## src/rtl/vstall_pkg.sv

```systemverilog
package vstall_pkg;
  localparam int LMUL_W = 3;
  typedef logic [LMUL_W-1:0] lmul_t;
  localparam lmul_t LMUL_RSVD = 3'b100;
  localparam lmul_t LMUL_ONE  = 3'b000;

  typedef enum logic {ST_RUN = 1'b0, ST_DRAIN = 1'b1} dstate_e;

  function automatic logic lmul_is_frac(lmul_t c);
    return c[LMUL_W-1];
  endfunction
endpackage

```

## src/rtl/lmul_cmp.sv

```systemverilog
module lmul_cmp
  import vstall_pkg::*;
(
  input  lmul_t old_lmul,
  input  lmul_t new_lmul,
  output logic  is_rsvd,
  output logic  shrink
);
  logic signed [LMUL_W-1:0] old_log2;
  logic signed [LMUL_W-1:0] new_log2;

  always_comb begin
    old_log2 = $signed(old_lmul);
    new_log2 = $signed(new_lmul);
    is_rsvd  = (new_lmul == LMUL_RSVD);
    shrink   = (new_log2 < old_log2);
  end
endmodule

```

## src/rtl/vtype_reg.sv

```systemverilog
module vtype_reg
  import vstall_pkg::*;
#(
  parameter int SEW_W = 3
) (
  input  logic             clk,
  input  logic             rst_n,
  input  logic             load_en,
  input  logic [SEW_W-1:0] sew_d,
  input  lmul_t            lmul_d,
  output logic [SEW_W-1:0] sew_q,
  output lmul_t            lmul_q
);
  always_ff @(posedge clk or negedge rst_n) begin
    if (!rst_n) begin
      sew_q  <= '0;
      lmul_q <= LMUL_ONE;
    end else if (load_en) begin
      sew_q  <= sew_d;
      lmul_q <= lmul_d;
    end
  end

  // the reserved code never reaches the register
  assert_no_rsvd_R6: assert property (@(posedge clk) disable iff (!rst_n)
    lmul_q != LMUL_RSVD);

  // without a load the vtype holds
  assert_hold_R9: assert property (@(posedge clk) disable iff (!rst_n)
    !load_en |=> ($stable(lmul_q) && $stable(sew_q)));
endmodule

```

## src/rtl/dispatch_fsm.sv

```systemverilog
module dispatch_fsm
  import vstall_pkg::*;
(
  input  logic clk,
  input  logic rst_n,
  input  logic cfg_valid,
  input  logic cfg_rsvd,
  input  logic cfg_shrink,
  input  logic be_idle,
  output logic stall,
  output logic load_en,
  output logic illegal_q
);
  dstate_e state_q, state_d;
  logic    illegal_d;
  logic    take_cfg;

  always_comb begin
    take_cfg  = (state_q == ST_RUN) && cfg_valid;
    load_en   = take_cfg && !cfg_rsvd;
    illegal_d = take_cfg && cfg_rsvd;
    state_d   = state_q;
    case (state_q)
      ST_RUN:   if (load_en && cfg_shrink) state_d = ST_DRAIN;
      ST_DRAIN: if (be_idle)               state_d = ST_RUN;
      default:                             state_d = ST_RUN;
    endcase
  end

  always_ff @(posedge clk or negedge rst_n) begin
    if (!rst_n) begin
      state_q   <= ST_RUN;
      illegal_q <= 1'b0;
    end else begin
      state_q   <= state_d;
      illegal_q <= illegal_d;
    end
  end

  assign stall = (state_q == ST_DRAIN);

  // an accepted shrinking update enters the drain state
  assert_shrink_enter_R2: assert property (@(posedge clk) disable iff (!rst_n)
    (!stall && cfg_valid && !cfg_rsvd && cfg_shrink) |=> stall);

  // an accepted non-shrinking update keeps dispatch running
  assert_grow_run_R4: assert property (@(posedge clk) disable iff (!rst_n)
    (!stall && cfg_valid && !cfg_shrink) |=> !stall);

  // drain holds until idle and ends right after it
  assert_drain_hold_R8: assert property (@(posedge clk) disable iff (!rst_n)
    (stall && !be_idle) |=> stall);
  assert_drain_exit_R8: assert property (@(posedge clk) disable iff (!rst_n)
    (stall && be_idle) |=> !stall);

  // reserved code flags for one cycle only
  assert_illegal_pulse_R6: assert property (@(posedge clk) disable iff (!rst_n)
    illegal_q |=> !illegal_q || $past(cfg_valid && cfg_rsvd && !stall));
endmodule

```

## src/rtl/vlmul_stall_ctrl.sv

```systemverilog
module vlmul_stall_ctrl
  import vstall_pkg::*;
#(
  parameter int SEW_W = 3
) (
  input  logic             clk,
  input  logic             rst_n,
  input  logic             cfg_valid,
  input  logic [SEW_W-1:0] cfg_sew,
  input  logic [2:0]       cfg_lmul,
  input  logic             insn_valid,
  output logic             insn_ready,
  output logic             insn_issue,
  input  logic             be_idle,
  output logic             stall,
  output logic             illegal_cfg,
  output logic [SEW_W-1:0] cur_sew,
  output logic [2:0]       cur_lmul
);
  lmul_t lmul_q;
  logic  rsvd, shrink, load_en;

  lmul_cmp u_cmp (
    .old_lmul (lmul_q),
    .new_lmul (cfg_lmul),
    .is_rsvd  (rsvd),
    .shrink   (shrink)
  );

  dispatch_fsm u_fsm (
    .clk        (clk),
    .rst_n      (rst_n),
    .cfg_valid  (cfg_valid),
    .cfg_rsvd   (rsvd),
    .cfg_shrink (shrink),
    .be_idle    (be_idle),
    .stall      (stall),
    .load_en    (load_en),
    .illegal_q  (illegal_cfg)
  );

  vtype_reg #(.SEW_W(SEW_W)) u_vtype (
    .clk     (clk),
    .rst_n   (rst_n),
    .load_en (load_en),
    .sew_d   (cfg_sew),
    .lmul_d  (cfg_lmul),
    .sew_q   (cur_sew),
    .lmul_q  (lmul_q)
  );

  assign cur_lmul   = lmul_q;
  assign insn_ready = !stall;
  assign insn_issue = insn_valid && insn_ready;

  // nothing is handed over during a drain
  assert_no_issue_R7: assert property (@(posedge clk) disable iff (!rst_n)
    stall |-> !insn_issue);

  // integer to fractional move always drains
  assert_int2frac_R3: assert property (@(posedge clk) disable iff (!rst_n)
    (!stall && cfg_valid && !lmul_is_frac(cur_lmul) && lmul_is_frac(cfg_lmul)
     && cfg_lmul != LMUL_RSVD) |=> stall);

  // accepted legal update lands in the vtype
  assert_load_R5: assert property (@(posedge clk) disable iff (!rst_n)
    (!stall && cfg_valid && cfg_lmul != LMUL_RSVD) |=>
      (cur_lmul == $past(cfg_lmul) && cur_sew == $past(cfg_sew)));

  // reserved code keeps vtype and raises the flag
  assert_rsvd_R6: assert property (@(posedge clk) disable iff (!rst_n)
    (!stall && cfg_valid && cfg_lmul == LMUL_RSVD) |=>
      (illegal_cfg && $stable(cur_lmul) && !stall));
endmodule

```

## config.mk

```make
export PLATFORM = sky130hd
export DESIGN_NAME = vlmul_stall_ctrl
export DESIGN_NICKNAME = d
export VERILOG_FILES = /design/src/rtl/vstall_pkg.sv /design/src/rtl/lmul_cmp.sv /design/src/rtl/vtype_reg.sv /design/src/rtl/dispatch_fsm.sv /design/src/rtl/vlmul_stall_ctrl.sv
export SDC_FILE = /design/constraint.sdc
export NUM_CORES = 1
export LEC_CHECK = 0
export ABC_AREA = 1
export BUFFER_PORTS_ARGS = -buffer_cell sky130_fd_sc_hd__clkbuf_2
export CAP_MARGIN = 20
export CORE_AREA = 2 2 39 41
export CTS_CLUSTER_DIAMETER = 80
export DETAILED_ROUTE_END_ITERATION = 8
export DIE_AREA = 0 0 41 43
export PLACE_DENSITY_LB_ADDON = 0.15
export SLEW_MARGIN = 5
export SYNTH_ARGS = -nofsm -noshare
export SYNTH_HDL_FRONTEND = slang
export SYNTH_HIERARCHICAL = 1
export SYNTH_SLANG_ARGS = --single-unit
```

## constraint.sdc

```tcl
create_clock -name clk -period 1.3 [get_ports clk]
set_input_delay 0.26 -clock clk [delete_from_list [all_inputs] [get_ports clk]]
set_output_delay 0.26 -clock clk [all_outputs]
set_load 0.02 [all_outputs]
```

# Word-level counts from Yosys, hierarchy flattened
# Cells that the tools add are included.
# W data, S select, Z words.
[totals]
ff_bits = 8
latchBits = 0
mem_bits_rw = 0
mem_bits_ro = 0
in_bits = 11
output_inout_bits = 10
elab_cells = 17
n_memories = 0
[op_classes]
n_addsub = 0
mul = 0
n_div = 0
magnitude_cmp = 1
n_eq_ne = 1
shifts = 0
mux = 3
bitwise = 1
reduce_logical = 7
[ops]
columns = ["operator", "n"]
rows = [
  ["$logic_and A1 B1 Y1", 5],
  ["$eq A3 B3 Y1 const B", 1],
  ["$lt A3 B3 Y1", 1],
  ["$logic_not A1 Y1", 2],
  ["$mux W1", 2],
  ["$pmux W1 S2", 1],
  ["$not A1 Y1", 1],
]

# Longest topological paths before layout
# Gate-level depths: netlist of run 1.
[logic_depth]
word_depth = 6
mapped_depth = 9
mapped_depth_nobuf = 9

# Hierarchy
# Netlist of run 1, hierarchy kept.
[by_module_without_submodules]
columns = ["mod", "instances", "cells_per_inst", "area_per_inst_um2", "seq_area_each_um2"]
rows = [
  ["vtype_reg", 1, 25, 221.5, 150.1],
  ["dispatch_fsm", 1, 10, 87.6, 50.0],
  ["lmul_cmp", 1, 16, 80.1, 0.0],
  ["vlmul_stall_ctrl", 1, 3, 13.8, 0.0],
]

# Worst setup path after synthesis of run 1
# No wires, ideal clock.
[synth_path]
path_type = "reg-to-reg"
startpoint = "reg u_fsm.state_q (netlist: u_fsm/stall)"
endpoint = "reg u_vtype.lmul_q[0]"
setup_time_ns = 0.117
arrival_time_ns = 1.241
required_ns = 1.183
slack_ns = -0.058
stages_incl_launch_ff = 5
path_buffers = 0
synth_period_minus_slack_ns = 1.358
cell_sequence = "dfrtp_1 nor3_1 inv_2 nand2_1 nand2_1"
[synth_via]
elab_chain_len = 3
[synth_rtl]
columns = ["element", "line", "source"]
rows = [
  ["start, declared", "dispatch_fsm.sv:14", "dstate_e state_q, state_d;"],
  ["start signal, assigned", "dispatch_fsm.sv:35", "state_q <= state_d;"],
  ["$not A1 Y1", "n/a", ""],
  ["$logic_and A1 B1 Y1", "dispatch_fsm.sv:19", "take_cfg = (state_q == ST_RUN) && cfg_valid;"],
  ["$logic_and A1 B1 Y1", "dispatch_fsm.sv:20", "load_en = take_cfg && !cfg_rsvd;"],
  ["named net load_en", "vlmul_stall_ctrl.sv:21", "logic rsvd, shrink, load_en;"],
  ["end signal, assigned", "vtype_reg.sv:20", "lmul_q <= lmul_d;"],
  ["end, declared", "vtype_reg.sv:12", "output lmul_t lmul_q"],
]
# The timed path passes the listed nets, and every way through them passes these cells.
# A chain may end at the register's enable or synchronous reset.

# Final worst setup path of run 1
[layout_path]
startpoint = "reg u_fsm.state_q (netlist: u_fsm/stall)"
endpoint = "out insn_issue"
[layout_via]
elab_chain_len = 2
[layout_rtl]
columns = ["element", "line", "source"]
rows = [
  ["$logic_not A1 Y1", "vlmul_stall_ctrl.sv:53", "assign insn_ready = !stall;"],
  ["$logic_and A1 B1 Y1", "vlmul_stall_ctrl.sv:54", "assign insn_issue = insn_valid && insn_ready;"],
  ["end, declared", "vlmul_stall_ctrl.sv:13", "output logic insn_issue,"],
]
# No other way between the ends.

==> results of run 1 <==
-- through the flow --
| stage | total power [mW] | setup WS [ns] | utilization | std cells | area [um^2] |
|---|---|---|---|---|---|
| 2_1_floorplan | 0.652 | 0.0672 | - | 54 | 408 |
| 3_3_place_gp | 0.807 | 0.131 | 0.387 | 91 | 536 |
| 3_5_place_dp | 0.812 | 0.113 | 0.387 | 91 | 536 |
| 4_1_cts | 1.01 | 0.0409 | 0.410 | 95 | 568 |
| 5_1_grt | 1.09 | 0.0121 | 0.411 | 95 | 569 |
| 6_report | 0.987 | 0.0818 | 0.411 | 95 | 569 |
-- final timing paths --
path	start	end	slack (ns)	depth (start not counted)
max	u_fsm/stall	insn_issue	0.08	2
min reg2reg	u_vtype/sew_q[1]	u_vtype/sew_q[1]	0.47	2
max reg2reg	u_vtype/lmul_q[2]	u_fsm/stall	0.12	8
max in group asynchronous	rst_n	u_fsm/stall	0.72	2
min in group asynchronous	rst_n	u_fsm/illegal_q	0.39	2
min	cfg_sew[1]	u_vtype/sew_q[1]	0.21	3
-- placed cells by master, fill, tap and decap left out --
master	count
buf_4	1
clkbuf_2	20
clkbuf_4	3
dfrtp_1	7
dfrtp_2	1
dlygate4sd3_1	1
ha_1	2
inv_1	10
inv_2	1
nand2_1	26
nand4_1	1
nor2_1	1
nor2_2	2
nor3_1	1
nor3_2	1
or2_0	1
-- state kept, by name, summed over array words and instances, names as in the netlist --
name / flops
u_vtype/lmul_q: 3
u_vtype/sew_q: 3
u_fsm/illegal_q: 1
u_fsm/stall: 1
-- routing by layer --
layer,share of wire,vias up
met5,0,-
met4,0.011,0
met2,0.48,13
met1,0.44,178
li1,-,211
met3,0.070,2
-- worst max-delay path, delay by kind of cell (launching register included) --
family | cells | cell delay [ns]
simple gates | 1 | 0.11
flops | 1 | 0.44
buf+inv | 1 | 0.16
-- logic make-up (layout without fill, tap and decap cells) --
| family | after synthesis | in the layout |
|---|---|---|
| flip-flops | 8 | 8 |
| adder cells (fa/ha/maj) | 2 | 2 |
| buffers and inverters | 11 | 36 |
| AND/OR/NAND/NOR | 33 | 33 |
-- repair_timing --
action                                 4_1_cts  5_1_grt
hold buffers                                 1        0
gates resized for setup                      0        1
endpoints found under the hold margin        8        0
setup endpoints to repair                    0        1
-- report_power, final --
group	internal [mW]	total (mW)	switching [mW]
Combinational	0.153	0.420	0.267
Sequential	0.323	0.384	0.0606
Clock	0.105	0.183	0.0776
Total	0.581	0.987	0.405
-- cell type report --
type                            instances  area, um^2  area share
Sequential cell                         8         201       0.354
Multi-Input combinational cell         35         166       0.292
Timing Repair Buffer                   22         118       0.207
Inverter                               11        41.3      0.0725
Clock buffer                            3        22.5      0.0396
Tap cell                               16        20.0      0.0352
==> results_dict.tcl, run 1 <==
set metrics [dict create \
    endpoint_kind "output pin" \
    io_buffers 20 \
    clkLatencyLatePin_ns 0.25 \
    worst_pin_slew_ns 0.198 \
    p_leak_nw 0.353 \
    synth_compound_area_frac 0 \
    synth.most_common_cell "nand2_1" \
    synth.area.top_cells "dfrtp_1, nand2_1, inv_1" \
    die_h_um 43 \
    syn-num-nets 67 \
    wl_per_cell_um 8.73 \
    synth.avg_cell_area_um2 7.46 \
    rsz0062_at_grt "no" \
    synth_top_cell_area_share 0.497 \
    max_freq_ghz 0.821 \
    path_cells "nor2_2 > clkbuf_2" \
    ys_ff_latch 8 \
    drive_above_1_share 0.367 \
    place_congestion 0.632 \
    grt_max_degree 9 \
    num-fill-cells 156 \
    finalHoldViolCount 0 \
    grt_pass1_vias 352 \
    h-tree-depth 1 \
    synth_adder_area_share 0.0621 \
    synthMuxAreaShare 0 \
    finalCritPeriodShare 0.937 \
    initial_core_util 0.291 \
    postRouteAntennaNets 0 \
    wirelength_um 829 \
    busiest_layer "met1" \
    gr-usage-met2 0.163 \
    coreArea_mm2 0.00138 \
    drt_iter0_drc 10 \
    grtUsageMet1 0.167 \
    worst_clock_skew_ns 0.00292 \
    worst_path_max_delay_cell "dfrtp_2" \
    synth_edf_count 0 \
    cts_tree "done" \
    final_nets 94 \
    yosys.area.top_type "dfrtp_1" \
    vias_per_cell 4.25 \
    setup_viol 0 \
    vdd_ir_drop_max_mv 0.525 \
    final_max_slew_viol_count 0 \
    dp_hpwl_um 679 \
    synth.top_cells.by_count "nand2_1, inv_1, dfrtp_1" \
    clock_sinks 8 \
    hold_path_class "input pin to flop" \
    synth_top_family_by_area "simple AND/OR/NAND/NOR gates" \
    worst_path_largest_cell_delay_ns 0.44 \
    path_max_fanout 6 \
    ys_seq_area_frac 0.497 \
    synthSimpleGateAreaFrac 0.339 \
    diodes 0 \
    syn_area_um2 403 \
    fp-row-count 14 \
    holdWs_ns 0.205 \
    synth_cell_types 10 \
    maxCapViolCount 0 \
    pin_count 21 \
    async_reset_ff_frac 1.00 \
    vias 404 \
    synthesis.instances 54 \
    crit_path_start_kind "flop" \
    yosys_warnings 6 \
    dieArea_mm2 0.00176 \
    gr-usage-all-layers 0.128 \
    critPathKind "flop to output pin" \
    required_ns 1.04 \
    drtPass1Iterations 4 \
    grt-ovfl-total 0 \
    die_width_um 41 \
    cellPowerDensity_mw_per_mm2 1730 \
    area_growth_pct 41.3 \
    status "complete, no violations" \
    synthXorXnorAreaFrac 0 \
    cts-root-buf "clkbuf_4" \
    grtUsageMet3 0.0314 \
    relSlewSlack 0.868 \
    post-cts-setup-buffers 0 \
    grt_antenna_before_repair 0 \
    clk_pin_slew_ns 0.05 \
    grt_pass1_wl_mm 1.44 \
    arrival_ns 0.96 \
    ys.flop_type "dfrtp_1" \
    min_period_ns 1.22 \
    clockBufferDepth 2 \
    drc 0 \
    fin_setup_tns_ns 0 \
    cts_buffers 3 \
]
Note: power is estimated with default switching activity, not from simulation.
==> run 2: changes to the inputs <==
--- a/config.mk
+++ b/config.mk
@@ -7,7 +7,6 @@
 export LEC_CHECK = 0
 export ABC_AREA = 1
 export BUFFER_PORTS_ARGS = -buffer_cell sky130_fd_sc_hd__clkbuf_2
-export CAP_MARGIN = 20
 export CORE_AREA = 2 2 39 41
 export CTS_CLUSTER_DIAMETER = 80
 export DETAILED_ROUTE_END_ITERATION = 8
==> constraint.sdc (replaced) <==
create_clock -name clk -period 1.18 [get_ports clk]
set_input_delay 0.118 -clock clk [delete_from_list [all_inputs] [get_ports clk]]
set_output_delay 0.118 -clock clk [all_outputs]
set_load 0.02 [all_outputs]
==> results_dict.tcl, run 2 (synthesis results as in run 1) <==
set metrics [dict create \
    path_max_fanout 5 \
    fin_setup_tns_ns 0 \
    drtPass1Iterations 4 \
    required_ns 1.06 \
    arrival_ns 1.00 \
    vias 407 \
    r2r_end "u_fsm/stall" \
    max_freq_ghz 0.892 \
    fin_area_um2 613 \
    crit_path_start_kind "flop" \
    final_cell_mix "nand2_1, clkbuf_2, inv_1, dfrtp_1, buf_4" \
    cellPowerDensity_mw_per_mm2 1910 \
    grt_max_degree 9 \
    largestRegisters "u_vtype/lmul_q x3, u_vtype/sew_q x3" \
    relSlewSlack 0.809 \
    endpoint_kind "output pin" \
    r2r_cells 8 \
    vias_per_cell 4.11 \
    setup_viol 0 \
    die_width_um 41 \
    wl_per_cell_um 8.25 \
    postRouteAntennaNets 0 \
    fp-row-count 14 \
    final_max_slew_viol_count 0 \
    grt_antenna_before_repair 0 \
    grt-ovfl-total 0 \
    startpoint "u_fsm/stall" \
    wirelength_um 817 \
    reg2reg_from "u_vtype/lmul_q[2]" \
    place_congestion 0.612 \
    grt_pass1_vias 340 \
    rsz0062_at_grt "yes" \
    worst_path_max_delay_cell "dfrtp_1" \
    place_area_um2 552 \
    setup_slack_ns 0.0591 \
    coreArea_mm2 0.00138 \
    place_inst 93 \
    clock_sinks 8 \
    drive_above_1_share 0.422 \
    cts-root-buf "clkbuf_4" \
    drc 0 \
    final_nets 97 \
    holdWs_ns 0.0587 \
    post-place-ws_ns 0.0137 \
    status "complete, no violations" \
    drt_iter0_drc 4 \
    vdd_ir_drop_max_mv 0.794 \
    gr-usage-all-layers 0.118 \
    finalHoldViolCount 0 \
    fin_cells 99 \
    ff2ff_setup_slack_ns 0.08 \
    path_cells "buf_4 > nor2_2 > buf_4" \
    initial_core_util 0.291 \
    mostFrequentLayoutCell "nand2_1" \
    min_period_ns 1.12 \
    p_leak_nw 0.370 \
    maxCapViolCount 0 \
    clkLatencyLatePin_ns 0.25 \
    worst_path_largest_cell_delay_ns 0.38 \
    cp-endpoint "insn_issue" \
    io_buffers 20 \
    dieArea_mm2 0.00176 \
    worst_pin_slew_ns 0.284 \
    worst_clock_skew_ns 0.00824 \
    hold_path_class "input pin to flop" \
    clockBufferDepth 2 \
    cts_buffers 3 \
    diodes 0 \
    area_growth_pct 52.2 \
    grt_pass1_wl_mm 1.35 \
    critPathKind "flop to output pin" \
    cts_tree "done" \
    path_common_cell "buf_4" \
    die_h_um 43 \
    h-tree-depth 1 \
    finalCritPeriodShare 0.950 \
    pin_count 21 \
    dp_hpwl_um 662 \
    clk_pin_slew_ns 0.06 \
]
run 2: changes by cell type in the layout (fill, tap and decap cells not counted), sizes merged:
cell	previous run	this run
buf	1	5
run 2: worst max-delay path, delay by kind of cell, from the launching register on:
family	cells	cell delay, ns
DFF	1	0.38
and+or+nand+nor	1	0.09
buffers and inverters	2	0.29
run 2: layout make-up:
type	instances	area [um^2]
well taps	16	20.0
clock buffers	4	26.3
inverters	11	41.3
flip-flops and latches	8	201
fillers	154	771
multi-input cells	35	181
repair buffers	25	143
run 2: repair_timing:
action                     4_1_cts  5_1_grt
setup endpoints to repair        1        2
hold endpoints to repair         8        0
hold buffers                     1        0
pin swaps                        0        2
gates resized for setup          0        5
buffers inserted                 1        0
run 2: worst min-delay path by stage:
stage               startpoint           endpoint  slack, ns  cells after the start
finish              cfg_sew[0]   u_vtype/sew_q[0]       0.06                      3
global route        cfg_sew[0]   u_vtype/sew_q[0]       0.06                      3
CTS                 cfg_sew[0]   u_vtype/sew_q[0]       0.05                      3
detailed placement       rst_n   u_vtype/sew_q[2]      -0.03                      1
global placement         rst_n  u_vtype/lmul_q[0]      -0.03                      1
floorplan                rst_n    u_fsm/illegal_q      -0.18                      0
run 2: routing by layer:
metal | wire length (um) | GRT usage | vias to the layer above
met1 | 386 | 0.165 | 176
met5 | 0 | 0 | -
met2 | 367 | 0.144 | 11
li1 | - | - | 218
met4 | 6 | 0.100 | 0
met3 | 56 | 0.0314 | 2
run 2: power by group:
| part | internal (mW) | switching (mW) | total (mW) |
|---|---|---|---|
| clock network | 0.129 | 0.0915 | 0.221 |
| logic | 0.224 | 0.325 | 0.549 |
| registers | 0.355 | 0.0482 | 0.404 |
| total | 0.708 | 0.465 | 1.17 |
run 2: through the flow:
stage               power (mW)   util
floorplan                0.720      -
global placement         0.916  0.399
detailed placement       0.918  0.399
CTS                       1.17  0.430
global route              1.29  0.443
finish                    1.17  0.443
==> run 3: changes to the inputs <==
--- a/config.mk
+++ b/config.mk
@@ -8,10 +8,11 @@
 export ABC_AREA = 1
 export BUFFER_PORTS_ARGS = -buffer_cell sky130_fd_sc_hd__clkbuf_2
 export CORE_AREA = 2 2 39 41
-export CTS_CLUSTER_DIAMETER = 80
+export CTS_CLUSTER_DIAMETER = 40
 export DETAILED_ROUTE_END_ITERATION = 8
 export DIE_AREA = 0 0 41 43
 export PLACE_DENSITY_LB_ADDON = 0.15
+export SETUP_SLACK_MARGIN = 0.3
 export SLEW_MARGIN = 5
 export SYNTH_ARGS = -nofsm -noshare
 export SYNTH_HDL_FRONTEND = slang
==> results_dict.tcl, run 3 (synthesis results as in run 1) <==
set metrics [dict create \
    rsz0062_at_grt "yes" \
    status "complete, no violations" \
    fin_cells 103 \
    finalCritPeriodShare 0.939 \
    final_nets 101 \
    ff2ff_setup_slack_ns 0.07 \
    postRouteAntennaNets 0 \
    drive_above_1_share 0.483 \
    grt_max_degree 9 \
    grt_pass1_wl_mm 1.68 \
    place_inst 92 \
    r2r_cells 8 \
    reg2reg_from "u_vtype/lmul_q[2]" \
    cp-endpoint "insn_issue" \
    cellPowerDensity_mw_per_mm2 1970 \
    dp_hpwl_um 709 \
    die_h_um 43 \
    grt-ovfl-total 0 \
    h-tree-depth 1 \
    initial_core_util 0.291 \
    wirelength_mm 1.03 \
    gr-usage-all-layers 0.144 \
    drc 0 \
    dieArea_mm2 0.00176 \
    clock_sinks 8 \
    final_max_slew_viol_count 0 \
    mostFrequentLayoutCell "nand2_1" \
    worst_pin_slew_ns 0.250 \
    clk_pin_slew_ns 0.06 \
    path_max_fanout 4 \
    post-place-ws_ns 0.0470 \
    cts_tree "done" \
    clockBufferDepth 2 \
    grt_pass1_vias 439 \
    final_cell_mix "nand2_1, clkbuf_2, buf_6, inv_1, dfrtp_1" \
    drt_iter0_drc 1 \
    required_ns 1.06 \
    wl_per_cell_um 9.97 \
    startpoint "u_fsm/stall" \
    critPathKind "flop to output pin" \
    setup_viol 0 \
    vdd_ir_drop_max_mv 0.927 \
    setup_slack_ns 0.0717 \
    fp-row-count 14 \
    maxCapViolCount 0 \
    crit_path_start_kind "flop" \
    min_period_ns 1.11 \
    p_leak_nw 0.417 \
    drtPass1Iterations 2 \
    finalHoldViolCount 0 \
    cts_buffers 3 \
    max_freq_ghz 0.902 \
    vias 442 \
    r2r_end "u_fsm/stall" \
    hold_path_class "input pin to flop" \
    relSlewSlack 0.833 \
    area_growth_pct 86.0 \
    grt_antenna_before_repair 0 \
    io_buffers 20 \
    pin_count 21 \
    place_congestion 0.645 \
    diodes 0 \
    arrival_ns 0.99 \
    worst_clock_skew_ns 0.0114 \
    die_width_um 41 \
    clkLatencyLatePin_ns 0.26 \
    coreArea_mm2 0.00138 \
    endpoint_kind "output pin" \
    num-fill-cells 135 \
    fin_util 0.542 \
    cts-root-buf "clkbuf_4" \
    largestRegisters "u_vtype/lmul_q x3, u_vtype/sew_q x3" \
    vias_per_cell 4.29 \
]
run 3: what timing repair did:
| action | in CTS | in global routing |
|---|---|---|
| hold buffers | 1 | 0 |
| buffers inserted | 5 | 1 |
| gates resized for setup | 13 | 27 |
| hold endpoints to repair | 8 | 0 |
| pin swaps | 3 | 3 |
| endpoints found under the setup margin | 17 | 18 |
run 3: final cells by class:
cell class | instances | area, um^2 | area share
well taps | 16 | 20.0 | 0.0267
repair buffers | 29 | 251 | 0.336
flip-flops and latches | 8 | 201 | 0.269
inverters | 11 | 43.8 | 0.0584
clock buffers | 4 | 26.3 | 0.0351
multi-input cells | 35 | 206 | 0.275
run 3: where the power goes:
group | total (mW) | switching, mW | internal [mW]
Sequential | 0.424 | 0.0682 | 0.356
Clock | 0.231 | 0.101 | 0.130
Combinational | 0.823 | 0.392 | 0.431
run 3: how the worst min path moves through the flow:
stage	start	to	slack, ns	cells past startpoint
3_5_place_dp	rst_n	u_vtype/sew_q[0]	-0.02	1
4_1_cts	cfg_sew[0]	u_vtype/sew_q[0]	0.04	3
6_report	cfg_sew[2]	u_vtype/sew_q[2]	0.05	3
3_3_place_gp	rst_n	u_vtype/lmul_q[0]	-0.03	1
5_1_grt	cfg_sew[0]	u_vtype/sew_q[0]	0.07	3
2_1_floorplan	rst_n	u_fsm/illegal_q	-0.18	0
run 3: metrics by stage:
stage,TNS (ns),hold slack [ns],instance area [um^2],total power [mW]
5_1_grt,-0.0474,0.0698,749,1.59
3_3_place_gp,0,-0.0255,551,0.914
6_report,0,0.0488,749,1.48
4_1_cts,0,0.0425,688,1.34
2_1_floorplan,0,-0.178,415,0.727
3_5_place_dp,0,-0.0234,551,0.922
run 3: critical path, stage by stage (launching register included):
cell and delay [ns]:
dfrtp_1 0.40, buf_6 0.15, nor2_4 0.08, buf_8 0.11
run 3: per-layer routing:
metal  global-route usage  share of wire
met1                0.154           0.39
met2                0.234           0.53
met3               0.0157          0.057
met4                0.120          0.024
met5                    0              0
